[src/rtl/vlr_pkg.sv]
package vlr_pkg;

    localparam int VID_W     = 10;
    localparam int PRIO_W    = 5;
    localparam int PRIO_CMP_W = 8;
    localparam int EOI_W     = 5;
    localparam logic [VID_W-1:0] NO_VID = 10'd1023;

    typedef enum logic [1:0] {
        LR_INVALID  = 2'b00,
        LR_PENDING  = 2'b01,
        LR_ACTIVE   = 2'b10,
        LR_ACT_PEND = 2'b11
    } lr_state_e;

    typedef struct packed {
        logic              hw;
        logic              grp;
        lr_state_e         state;
        logic [PRIO_W-1:0] prio;
        logic [12:0]       rsvd;
        logic [VID_W-1:0]  vid;
    } lr_entry_t;

    typedef struct packed {
        logic [EOI_W-1:0] eoi_cnt;
        logic [25:0]      rsvd;
        logic             en;
    } hcr_t;

    function automatic logic [PRIO_CMP_W:0] widen_prio(input logic [PRIO_W-1:0] p);
        return {1'b0, p, 3'b000};
    endfunction

endpackage

[src/rtl/vlr_regfile.sv]
module vlr_regfile
    import vlr_pkg::*;
#(
    parameter int N_LR = 4,
    localparam int IDXW = (N_LR > 1) ? $clog2(N_LR) : 1
) (
    input  logic                   clk,
    input  logic                   rst_n,
    input  logic                   lr_wr_en,
    input  logic [IDXW-1:0]        lr_wr_sel,
    input  logic [31:0]            lr_wr_data,
    input  logic                   hcr_wr_en,
    input  logic [31:0]            hcr_wr_data,
    input  logic                   deact_miss,
    output lr_entry_t [N_LR-1:0]   lr_q,
    output hcr_t                   hcr_q
);

    typedef struct packed {
        lr_entry_t [N_LR-1:0] lr;
        hcr_t                 hcr;
    } rf_state_t;

    rf_state_t st_d, st_q;

    always_comb begin
        st_d = st_q;
        if (lr_wr_en && (int'(lr_wr_sel) < N_LR)) begin
            st_d.lr[lr_wr_sel] = lr_entry_t'(lr_wr_data);
        end
        if (hcr_wr_en) begin
            st_d.hcr = hcr_t'(hcr_wr_data);
        end
        if (deact_miss) begin
            st_d.hcr.eoi_cnt = st_d.hcr.eoi_cnt + 5'd1;
        end
    end

    always_ff @(posedge clk) begin
        if (!rst_n) begin
            st_q <= '0;
        end else begin
            st_q <= st_d;
        end
    end

    assign lr_q  = st_q.lr;
    assign hcr_q = st_q.hcr;

    a_r8_eoi_step: assert property (@(posedge clk) disable iff (!rst_n)
        (deact_miss && !hcr_wr_en) |=> (hcr_q.eoi_cnt == $past(hcr_q.eoi_cnt) + 5'd1));

    a_r8_eoi_on_write: assert property (@(posedge clk) disable iff (!rst_n)
        (deact_miss && hcr_wr_en) |=> (hcr_q.eoi_cnt == $past(hcr_wr_data[31:27]) + 5'd1));

    a_r9_hcr_hold: assert property (@(posedge clk) disable iff (!rst_n)
        (!deact_miss && !hcr_wr_en) |=> $stable(hcr_q));

    a_r9_lr_write: assert property (@(posedge clk) disable iff (!rst_n)
        lr_wr_en |=> (32'(lr_q[$past(lr_wr_sel)]) == $past(lr_wr_data)));

endmodule

[src/rtl/vlr_select.sv]
module vlr_select
    import vlr_pkg::*;
#(
    parameter int N_LR = 4,
    localparam int IDXW = (N_LR > 1) ? $clog2(N_LR) : 1
) (
    input  logic                    clk,
    input  logic                    rst_n,
    input  lr_entry_t [N_LR-1:0]    lr,
    output logic                    best_found,
    output logic [IDXW-1:0]         best_idx,
    output logic [VID_W-1:0]        best_vid,
    output logic [PRIO_CMP_W:0]     best_prio,
    output logic                    best_grp
);

    always_comb begin
        best_found = 1'b0;
        best_idx   = '0;
        best_vid   = NO_VID;
        best_prio  = 9'h100;
        best_grp   = 1'b0;
        for (int i = 0; i < N_LR; i++) begin
            if (lr[i].state == LR_PENDING && widen_prio(lr[i].prio) < best_prio) begin
                best_found = 1'b1;
                best_idx   = IDXW'(i);
                best_vid   = lr[i].vid;
                best_prio  = widen_prio(lr[i].prio);
                best_grp   = lr[i].grp;
            end
        end
    end

    a_r2_winner_pending: assert property (@(posedge clk) disable iff (!rst_n)
        best_found |-> (lr[best_idx].state == LR_PENDING));

    a_r3_empty_sentinel: assert property (@(posedge clk) disable iff (!rst_n)
        !best_found |-> (best_vid == NO_VID && best_prio == 9'h100));

    for (genvar g = 0; g < N_LR; g++) begin : g_chk
        a_r3_none_better: assert property (@(posedge clk) disable iff (!rst_n)
            (lr[g].state == LR_PENDING) |->
                (best_found && best_prio <= widen_prio(lr[g].prio)));
        a_r3_tie_low_index: assert property (@(posedge clk) disable iff (!rst_n)
            (lr[g].state == LR_PENDING && best_found && IDXW'(g) < best_idx) |->
                (widen_prio(lr[g].prio) > best_prio));
    end

endmodule

[src/rtl/vlr_signal.sv]
module vlr_signal
    import vlr_pkg::*;
(
    input  logic                clk,
    input  logic                rst_n,
    input  logic                best_found,
    input  logic [VID_W-1:0]    best_vid,
    input  logic [PRIO_CMP_W:0] best_prio,
    input  logic                best_grp,
    input  logic                iface_en,
    input  logic                grp0_en,
    input  logic                grp1_en,
    input  logic                fiq_route,
    input  logic [7:0]          prio_mask,
    input  logic [7:0]          run_prio,
    output logic                irq_o,
    output logic                fiq_o,
    output logic [VID_W-1:0]    cur_vid
);

    logic sig_on_d, below_mask_d, below_run_d, grp_ok_d, fire_d;

    always_comb begin
        sig_on_d     = iface_en && (grp0_en || grp1_en);
        below_mask_d = best_prio < {1'b0, prio_mask};
        below_run_d  = best_prio < {1'b0, run_prio};
        grp_ok_d     = best_grp ? grp1_en : grp0_en;
        fire_d       = sig_on_d && best_found && below_mask_d && below_run_d && grp_ok_d;
        cur_vid      = (sig_on_d && best_found && below_mask_d) ? best_vid : NO_VID;
        fiq_o        = fire_d && !best_grp && fiq_route;
        irq_o        = fire_d && !(!best_grp && fiq_route);
    end

    a_r7_one_line: assert property (@(posedge clk) disable iff (!rst_n)
        !(irq_o && fiq_o));

    a_r4_quiet_when_off: assert property (@(posedge clk) disable iff (!rst_n)
        (!iface_en || (!grp0_en && !grp1_en)) |-> (!irq_o && !fiq_o && cur_vid == NO_VID));

    a_r6_below_running: assert property (@(posedge clk) disable iff (!rst_n)
        (irq_o || fiq_o) |-> (best_prio < {1'b0, run_prio} && cur_vid == best_vid));

    a_r7_fiq_group0: assert property (@(posedge clk) disable iff (!rst_n)
        fiq_o |-> (!best_grp && fiq_route && grp0_en));

endmodule

[src/rtl/virt_irq_arbiter.sv]
module virt_irq_arbiter
    import vlr_pkg::*;
#(
    parameter int N_LR = 4,
    localparam int IDXW = (N_LR > 1) ? $clog2(N_LR) : 1
) (
    input  logic            clk,
    input  logic            rst_n,
    input  logic            lr_wr_en,
    input  logic [IDXW-1:0] lr_wr_sel,
    input  logic [31:0]     lr_wr_data,
    input  logic            hcr_wr_en,
    input  logic [31:0]     hcr_wr_data,
    input  logic            deact_miss,
    input  logic            vgrp0_en,
    input  logic            vgrp1_en,
    input  logic            vfiq_en,
    input  logic [7:0]      vprio_mask,
    input  logic [7:0]      vrun_prio,
    output logic            virq,
    output logic            vfiq,
    output logic [9:0]      vcur_pend_id,
    output logic [31:0]     hcr_rd
);

    lr_entry_t [N_LR-1:0] lr_q;
    hcr_t                 hcr_q;
    logic                 best_found;
    logic [IDXW-1:0]      best_idx;
    logic [VID_W-1:0]     best_vid;
    logic [PRIO_CMP_W:0]  best_prio;
    logic                 best_grp;

    vlr_regfile #(.N_LR(N_LR)) u_regs (
        .clk         (clk),
        .rst_n       (rst_n),
        .lr_wr_en    (lr_wr_en),
        .lr_wr_sel   (lr_wr_sel),
        .lr_wr_data  (lr_wr_data),
        .hcr_wr_en   (hcr_wr_en),
        .hcr_wr_data (hcr_wr_data),
        .deact_miss  (deact_miss),
        .lr_q        (lr_q),
        .hcr_q       (hcr_q)
    );

    vlr_select #(.N_LR(N_LR)) u_sel (
        .clk        (clk),
        .rst_n      (rst_n),
        .lr         (lr_q),
        .best_found (best_found),
        .best_idx   (best_idx),
        .best_vid   (best_vid),
        .best_prio  (best_prio),
        .best_grp   (best_grp)
    );

    vlr_signal u_sig (
        .clk        (clk),
        .rst_n      (rst_n),
        .best_found (best_found),
        .best_vid   (best_vid),
        .best_prio  (best_prio),
        .best_grp   (best_grp),
        .iface_en   (hcr_q.en),
        .grp0_en    (vgrp0_en),
        .grp1_en    (vgrp1_en),
        .fiq_route  (vfiq_en),
        .prio_mask  (vprio_mask),
        .run_prio   (vrun_prio),
        .irq_o      (virq),
        .fiq_o      (vfiq),
        .cur_vid    (vcur_pend_id)
    );

    assign hcr_rd = 32'(hcr_q);

    a_r1_reset_state: assert property (@(posedge clk)
        !rst_n |=> (hcr_rd == 32'd0 && !virq && !vfiq && vcur_pend_id == NO_VID));

endmodule

[config.mk]
export PLATFORM = sky130hd
export DESIGN_NAME = virt_irq_arbiter
export DESIGN_NICKNAME = d
export VERILOG_FILES = /design/src/rtl/vlr_pkg.sv /design/src/rtl/vlr_regfile.sv /design/src/rtl/vlr_select.sv /design/src/rtl/vlr_signal.sv /design/src/rtl/virt_irq_arbiter.sv
export SDC_FILE = /design/constraint.sdc
export NUM_CORES = 1
export LEC_CHECK = 0
export ABC_AREA = 1
export BUFFER_PORTS_ARGS = -buffer_cell sky130_fd_sc_hd__buf_2
export CORE_MARGIN = 2
export CORE_UTILIZATION = 30
export CTS_CLUSTER_DIAMETER = 150
export DETAILED_ROUTE_END_ITERATION = 6
export PLACE_DENSITY = 0.61
export RECOVER_POWER = 50
export SLEW_MARGIN = 40
export SYNTH_ARGS = -nofsm -noshare
export SYNTH_HDL_FRONTEND = slang
export SYNTH_SLANG_ARGS = --single-unit
[constraint.sdc]
create_clock -name clk -period 13.1 [get_ports clk]
set_input_delay 0.655 -clock clk [delete_from_list [all_inputs] [get_ports clk]]
set_output_delay 0.655 -clock clk [all_outputs]
set_load 0.02 [all_outputs]
* Word level (Yosys, flattened, before mapping)
Cells that the tools add are included.
** Operators by class
- Add/subtract/negate cells :: 1
- $lt $le $gt $ge :: 7
- Equal/unequal tests :: 4
- Multiplexer cells :: 23
- Reduce and logical (&&, ||, !) cells :: 16
** Operator list (number)
- bitwise mux 128 bit :: 1
- demux 32 bit (select 2 bit) :: 1
- 2-to-1 mux 32 bit :: 2
- 2-to-1 mux 10 bit :: 5
- 2-to-1 mux 9 bit :: 4
- less-than comparator 8 x 9 -> 1 bit :: 3
- less-than comparator 9 x 8 -> 1 bit :: 2
- logical AND 1 bit :: 13
- 2-to-1 mux 1 bit :: 9
- == test 2 x 1 -> 1 bit, second input constant :: 4
- adder 5 x 1 -> 5 bit, second input constant :: 1
- 2-to-1 mux 5 bit :: 1
- less-than comparator 2 x 3 -> 1 bit, second input constant :: 1
- >= comparator 2 x 1 -> 1 bit, second input constant :: 1
- logical NOT 1 bit :: 2
- logical OR 1 bit :: 1
** Storage, ports and cells
- Register bits after elaboration :: 160
- Input port bits :: 90
- Output and inout bits :: 44
- Word-level logic and storage cells :: 78

* Longest topological paths before layout
- Word-level depth :: 17
- Mapped depth :: 42
- Mapped depth without buffers :: 40

* Hierarchy
Synthesis repeated with hierarchy kept, for this count alone.
** Second synthesis, totals
- Cells, all modules :: 1059
- Area, all modules :: 7474.7 um2
** Modules (own cells, without submodules)
- vlr_regfile :: instances 1, cells each 735, area each 5736.8 um2, sequential area each 3203.1 um2
- vlr_select :: instances 1, cells each 215, area each 1173.6 um2, sequential area each 0.0 um2
- vlr_signal :: instances 1, cells each 109, area each 564.3 um2, sequential area each 0.0 um2

* Worst setup path after synthesis
OpenSTA, ideal clock, no wires.
- Path kind :: register to output
- Start point :: reg u_regs.st_q, in the netlist u_regs.lr_q[28]
- End point :: out vfiq
- Arrival time :: 5.147 ns
- Data required time :: 12.445 ns
- Path slack :: 7.298 ns
- Stages on the path, launching flop included :: 39
- Path buffers :: 2
- Cell sequence :: dfxtp_1 -> inv_2 -> nor2_4 -> nand2_1 -> ha_1 -> nand4_1 -> nor2_1 -> nand2_1 -> nand2_4 -> clkbuf_1 -> o21ai_0 -> ha_1 -> a21oi_1 -> nor2_1 -> nor2_2 -> nand2_4 -> clkinv_1 -> o21ai_0 -> (+3 left out) -> nand2_1 -> nand2_2 -> nor2_4 -> nand2_4 -> buf_4 -> o21ai_1 -> ha_1 -> a21oi_1 -> o41ai_1 -> a21oi_1 -> o21bai_1 -> nand2_1 -> o2111ai_1 -> inv_1 -> nand2_2 -> nor2_1 -> nand2_1 -> nor2_1
** Between the ends
- Cells in the longest elaborated chain, start to end :: 17
- Elaborated cells between the ends (all ways) :: 29
- Classes of those cells :: 5 x order compare; 1 x eq/ne; 13 x mux; 10 x reduce/logical
** Ends and longest elaborated chain
- from (decl) :: line vlr_regfile.sv:24 : rf_state_t st_d, st_q;
- from (signal assigned) :: line vlr_regfile.sv:43 : st_q <= st_d;
- == test 2 x 1 -> 1 bit (*) :: line vlr_select.sv:24 : if (lr[i].state == LR_PENDING && widen_prio(lr[i].prio) < best_prio) begin
- 2-to-1 mux 9 bit :: line vlr_select.sv:24
- less-than comparator 8 x 9 -> 1 bit :: line vlr_select.sv:24
- logical AND 1 bit :: line vlr_select.sv:24
- 2-to-1 mux 9 bit :: line vlr_select.sv:24
- less-than comparator 8 x 9 -> 1 bit :: line vlr_select.sv:24
- logical AND 1 bit :: line vlr_select.sv:24
- 2-to-1 mux 9 bit :: line vlr_select.sv:24
- less-than comparator 8 x 9 -> 1 bit :: line vlr_select.sv:24
- logical AND 1 bit :: line vlr_select.sv:24
- 2-to-1 mux 9 bit / 2-to-1 mux 1 bit (equally long branches) :: line vlr_select.sv:24
- less-than comparator 9 x 8 -> 1 bit / logical AND 1 bit (equally long branches) :: line vlr_signal.sv:25, vlr_signal.sv:28
- logical AND 1 bit (3 in series) :: line vlr_signal.sv:28 : fire_d = sig_on_d && best_found && below_mask_d && below_run_d && grp_ok_d;
- logical AND 1 bit (*) (2 in series) :: line vlr_signal.sv:30 : fiq_o = fire_d && !best_grp && fiq_route;
- to (decl) :: line virt_irq_arbiter.sv:21 : output logic vfiq,
Every way passes the cells marked *; elsewhere a longest branch is shown, timed or not.

* Worst setup path in the final report
- Start point :: reg u_regs.st_q, in the netlist u_regs.lr_q[28]
- End point :: out vcur_pend_id[8]
** Between the ends
- Cells in the longest elaborated chain, start to end :: 14
- Elaborated cells between the ends (all ways) :: 23
- Classes of those cells :: 4 x order compare; 1 x eq/ne; 13 x mux; 5 x reduce/logical
** Ends and longest elaborated chain
- == test 2 x 1 -> 1 bit (*) :: line vlr_select.sv:24
- 2-to-1 mux 9 bit :: line vlr_select.sv:24
- less-than comparator 8 x 9 -> 1 bit :: line vlr_select.sv:24
- logical AND 1 bit :: line vlr_select.sv:24
- 2-to-1 mux 9 bit :: line vlr_select.sv:24
- less-than comparator 8 x 9 -> 1 bit :: line vlr_select.sv:24
- logical AND 1 bit :: line vlr_select.sv:24
- 2-to-1 mux 9 bit :: line vlr_select.sv:24
- less-than comparator 8 x 9 -> 1 bit :: line vlr_select.sv:24
- logical AND 1 bit :: line vlr_select.sv:24
- 2-to-1 mux 9 bit / 2-to-1 mux 1 bit (equally long branches) :: line vlr_select.sv:24
- less-than comparator 9 x 8 -> 1 bit / logical AND 1 bit (equally long branches) :: line vlr_signal.sv:25, vlr_signal.sv:29
- logical AND 1 bit :: line vlr_signal.sv:29 : cur_vid = (sig_on_d && best_found && below_mask_d) ? best_vid : NO_VID;
- 2-to-1 mux 10 bit (*) :: line vlr_signal.sv:29
- to (decl) :: line virt_irq_arbiter.sv:22 : output logic [9:0] vcur_pend_id,
Marks and branches as above.

==> summary.md <==
| Metric | Value |
|---|---|
| Final Routed Wirelength | `12700 um` |
| Finished Cell Area | `0.00601 sq mm` |
| Fin Hold WS | `452 ps` |
| Reg clk slew, reported paths | `70 ps` |
| DP Cell Count | `1022` |
| Hold Crit Start | `u_regs.lr_q[94]` |
| Max-cap violations | `1` |
| # Post-CTS Setup Buffers | `0` |
| Critical path type | `reg -> out` |
| CTS tree | `yes` |
| Psw | `roughly 210 uW` |
| # DRC | `0` |
| CP Launch Point | `u_regs.lr_q[28]` |
| Final setup fails | `0` |
| Worst slew pin tran | `between 3000 and 4000 ps` |
| Share of layout cells above drive strength 1 | `15.8%` |
| Post-DP Area | `roughly 0.0057 sq mm` |
| Multi-input logic area | `0.00251 sq mm` |
| Post-CTS sizing | `0` |
| Fin crit period | `approximately 7600 ps` |
| Crit-path max FO | `33` |
| Clock tree root buffer cell | `clkbuf_16` |
| Drt pass-1 iters | `4` |
| Switching share of power | `28.4%` |
| Vias after detailed routing | `4689` |
| Port-buffer cells | `119` |
| CTS Sinks | `104` |
| Slew HR | `-148%` |
| Core Rows | `47` |
| Async SR Flop Fraction | `0%` |
| Hold WC Path Type | `reg -> reg` |
| Die X | `133 um` |
| H-tree levels | `3` |
| CTS Hold Bufs | `0` |
| Cell area power density | `roughly 120 mW/mm^2` |
| Seq pwr share | `46.8%` |
| Core Region | `between 0.015 and 0.02 sq mm` |
| Total CTS buffers | `9` |
| Vias in the first global route | `4509` |
| Crit-path slowest cell | `clkinv_1` |
| Worst setup EP type | `primary output` |
| Failing checks | `capacitance limit, slew limit` |
| Post-synthesis area per instance | `~7 sq um` |
| Lkg Pwr | `2.73 nW` |
| Routed length per instance | `between 10 and 15 um` |
| Worst VDD drop | `0.000105 V` |
| Initial Util | `30.4%` |
| Fillcell total | `1772` |
| Fmax | `around 130 MHz` |
| Post-synth EDFFs | `0` |
| Hold Vio Cnt, Final | `0` |
| Clock Path Buffers | `2` |
| Io pins | `between 100 and 150` |
| CP required | `12440 ps` |
| Most frequent cells in the layout | `nor2_1, o21ai_0, dfxtp_1` |
| Comb power frac | `15.1%` |
| R2r startpoint | `u_regs.hcr_q[27]` |
| Clock Skew | `between 5 and 6 ps` |
| DRT iter0 DRCs | `286` |
| Mapped cell area | `0.00499 sq mm` |
| Slew Viols, Final | `103` |
| Final Power | `733 uW` |
| Seq/Total Area, Yosys | `41.7%` |
| Syn Inst Count | `717` |
| CP dominant cell by count | `nand2_1` |
| Final nets | `926` |
| Register-to-Register Path Depth | `7` |
| Worst skew pair latency | `roughly 350 ps` |
| FF/Latch Area | `0.00208 sq mm` |
| Yosys warnings | `0` |
| Area grow syn2layout | `20.4%` |
| Grt ovf | `0` |
| Hold depth | `2` |
| Ys flop type | `dfxtp_1` |
| Status | `finished, violations left` |
| Commonest non-fill, non-tap cell in the layout | `nor2_1` |
| First-pass GRT wire length | `approximately 22000 um` |
| Largest net degree at the start of global routing | `just over 100` |
| Die area | `0.0177 sq mm` |
| Crit path DAT | `~7000 ps` |
| TNS Setup | `0 ps` |
| RSZ-0062 raised after global routing | `false` |
| CP peak stage delay | `about 560 ps` |
| Crit share post-route | `58.4%` |
| Mapped Nets | `830` |
| Synth Register Bits | `~100` |
| Vias per cell | `4.52` |
| Antenna violations before repair | `1` |
| Final cell count without fillers | `1038` |
| Internal Power | `525 uW` |
| Distinct cell type count after synthesis | `32` |
| HPWL after DPL | `8520 um` |
| Clock share of power | `38.0%` |
| Total GRT Usage | `15.1%` |
| Routability congestion estimate | `0.770` |
| CP Launch Type | `flop` |
| Antenna viol nets, final | `0` |
| Die height | `133 um` |
-- per-stage QoR --
stage                     utilization, %  setup WS [ps]
after floorplan                        -           7300
after global placement              35.0           5830
after detailed placement            35.0           5780
after CTS                           36.8           5390
after global routing                36.6           4690
final                               36.6           5460
-- per-layer routing --
metal  track usage, %  routed length [um]  part of all wire, %  vias up
met5                0                   0                    0        -
met4             3.35                  62                 0.49        0
met3             4.94                 975                  7.7        5
met2             25.1                5760                   45      138
met1             19.1                5880                   46     2030
li1                 -                   -                    -     2516
-- power by group through the flow --
stage / combinational, mW / clock (mW) / sequential, mW
after floorplan: 0.0673 / 0 / 0.357
after global placement: 0.111 / 0 / 0.350
after detailed placement: 0.112 / 0 / 0.350
after CTS: 0.113 / 0.289 / 0.343
after global routing: 0.129 / 0.301 / 0.345
final: 0.111 / 0.279 / 0.343
-- cell usage after synthesis (3+ instances only) --
master | number | area [sq um]
nor2_1 | 176 | 661
o21ai_0 | 132 | 661
dfxtp_1 | 104 | 2080
nand2_1 | 87 | 327
inv_1 | 61 | 229
clkbuf_1 | 34 | 128
a21oi_1 | 32 | 160
ha_1 | 23 | 288
nand3_1 | 12 | 60.1
o211ai_1 | 11 | 82.6
nand2_2 | 5 | 31.3
o21ai_1 | 5 | 25.0
nand4_1 | 4 | 25.0
buf_4 | 3 | 22.5
inv_2 | 3 | 11.3
nand2_4 | 3 | 33.8
-- final cells by class --
class                      count  share of cell area [%]
antenna                        1                  0.0416
clock buffer                   9                    3.75
clock inverter                 6                    1.25
inverter                      65                    4.06
multi-input combinational    509                    41.7
sequential                   104                    34.7
tap                          220                    4.58
timing repair buffer         124                    9.95
-- flip-flops by register name, summed over array words and instances (netlist names) --
register	cells
u_regs.lr_q	72
u_regs.hcr_q	32
-- logic make-up (layout without fill, tap and decap cells) --
group	Yosys count	after routing	synth area share (%)
muxes	1	1	0.201
and+or+nand+nor	297	297	24.4
buffers and inverters	104	204	8.07
other	0	1	0
AOI/OAI and AO/OA	188	188	19.9
adders and majority gates	23	23	5.77
DFF	104	104	41.7
-- worst max-delay path: cells and delay by family, from the launching register on --
kind	cells	cell delay [ps]
AOI/OAI and AO/OA	9	1740
DFF	1	400
adders and majority gates	4	1240
and+or+nand+nor	18	2110
buffers and inverters	6	1100
-- final timing paths --
check                                        end  slack [ps]
worst min register to register   u_regs.lr_q[94]         450
worst max register to register  u_regs.hcr_q[31]       11630
worst max-delay path             vcur_pend_id[8]        5460
worst min-delay path             u_regs.lr_q[94]         450
Note: power is estimated with default switching activity, not from simulation.
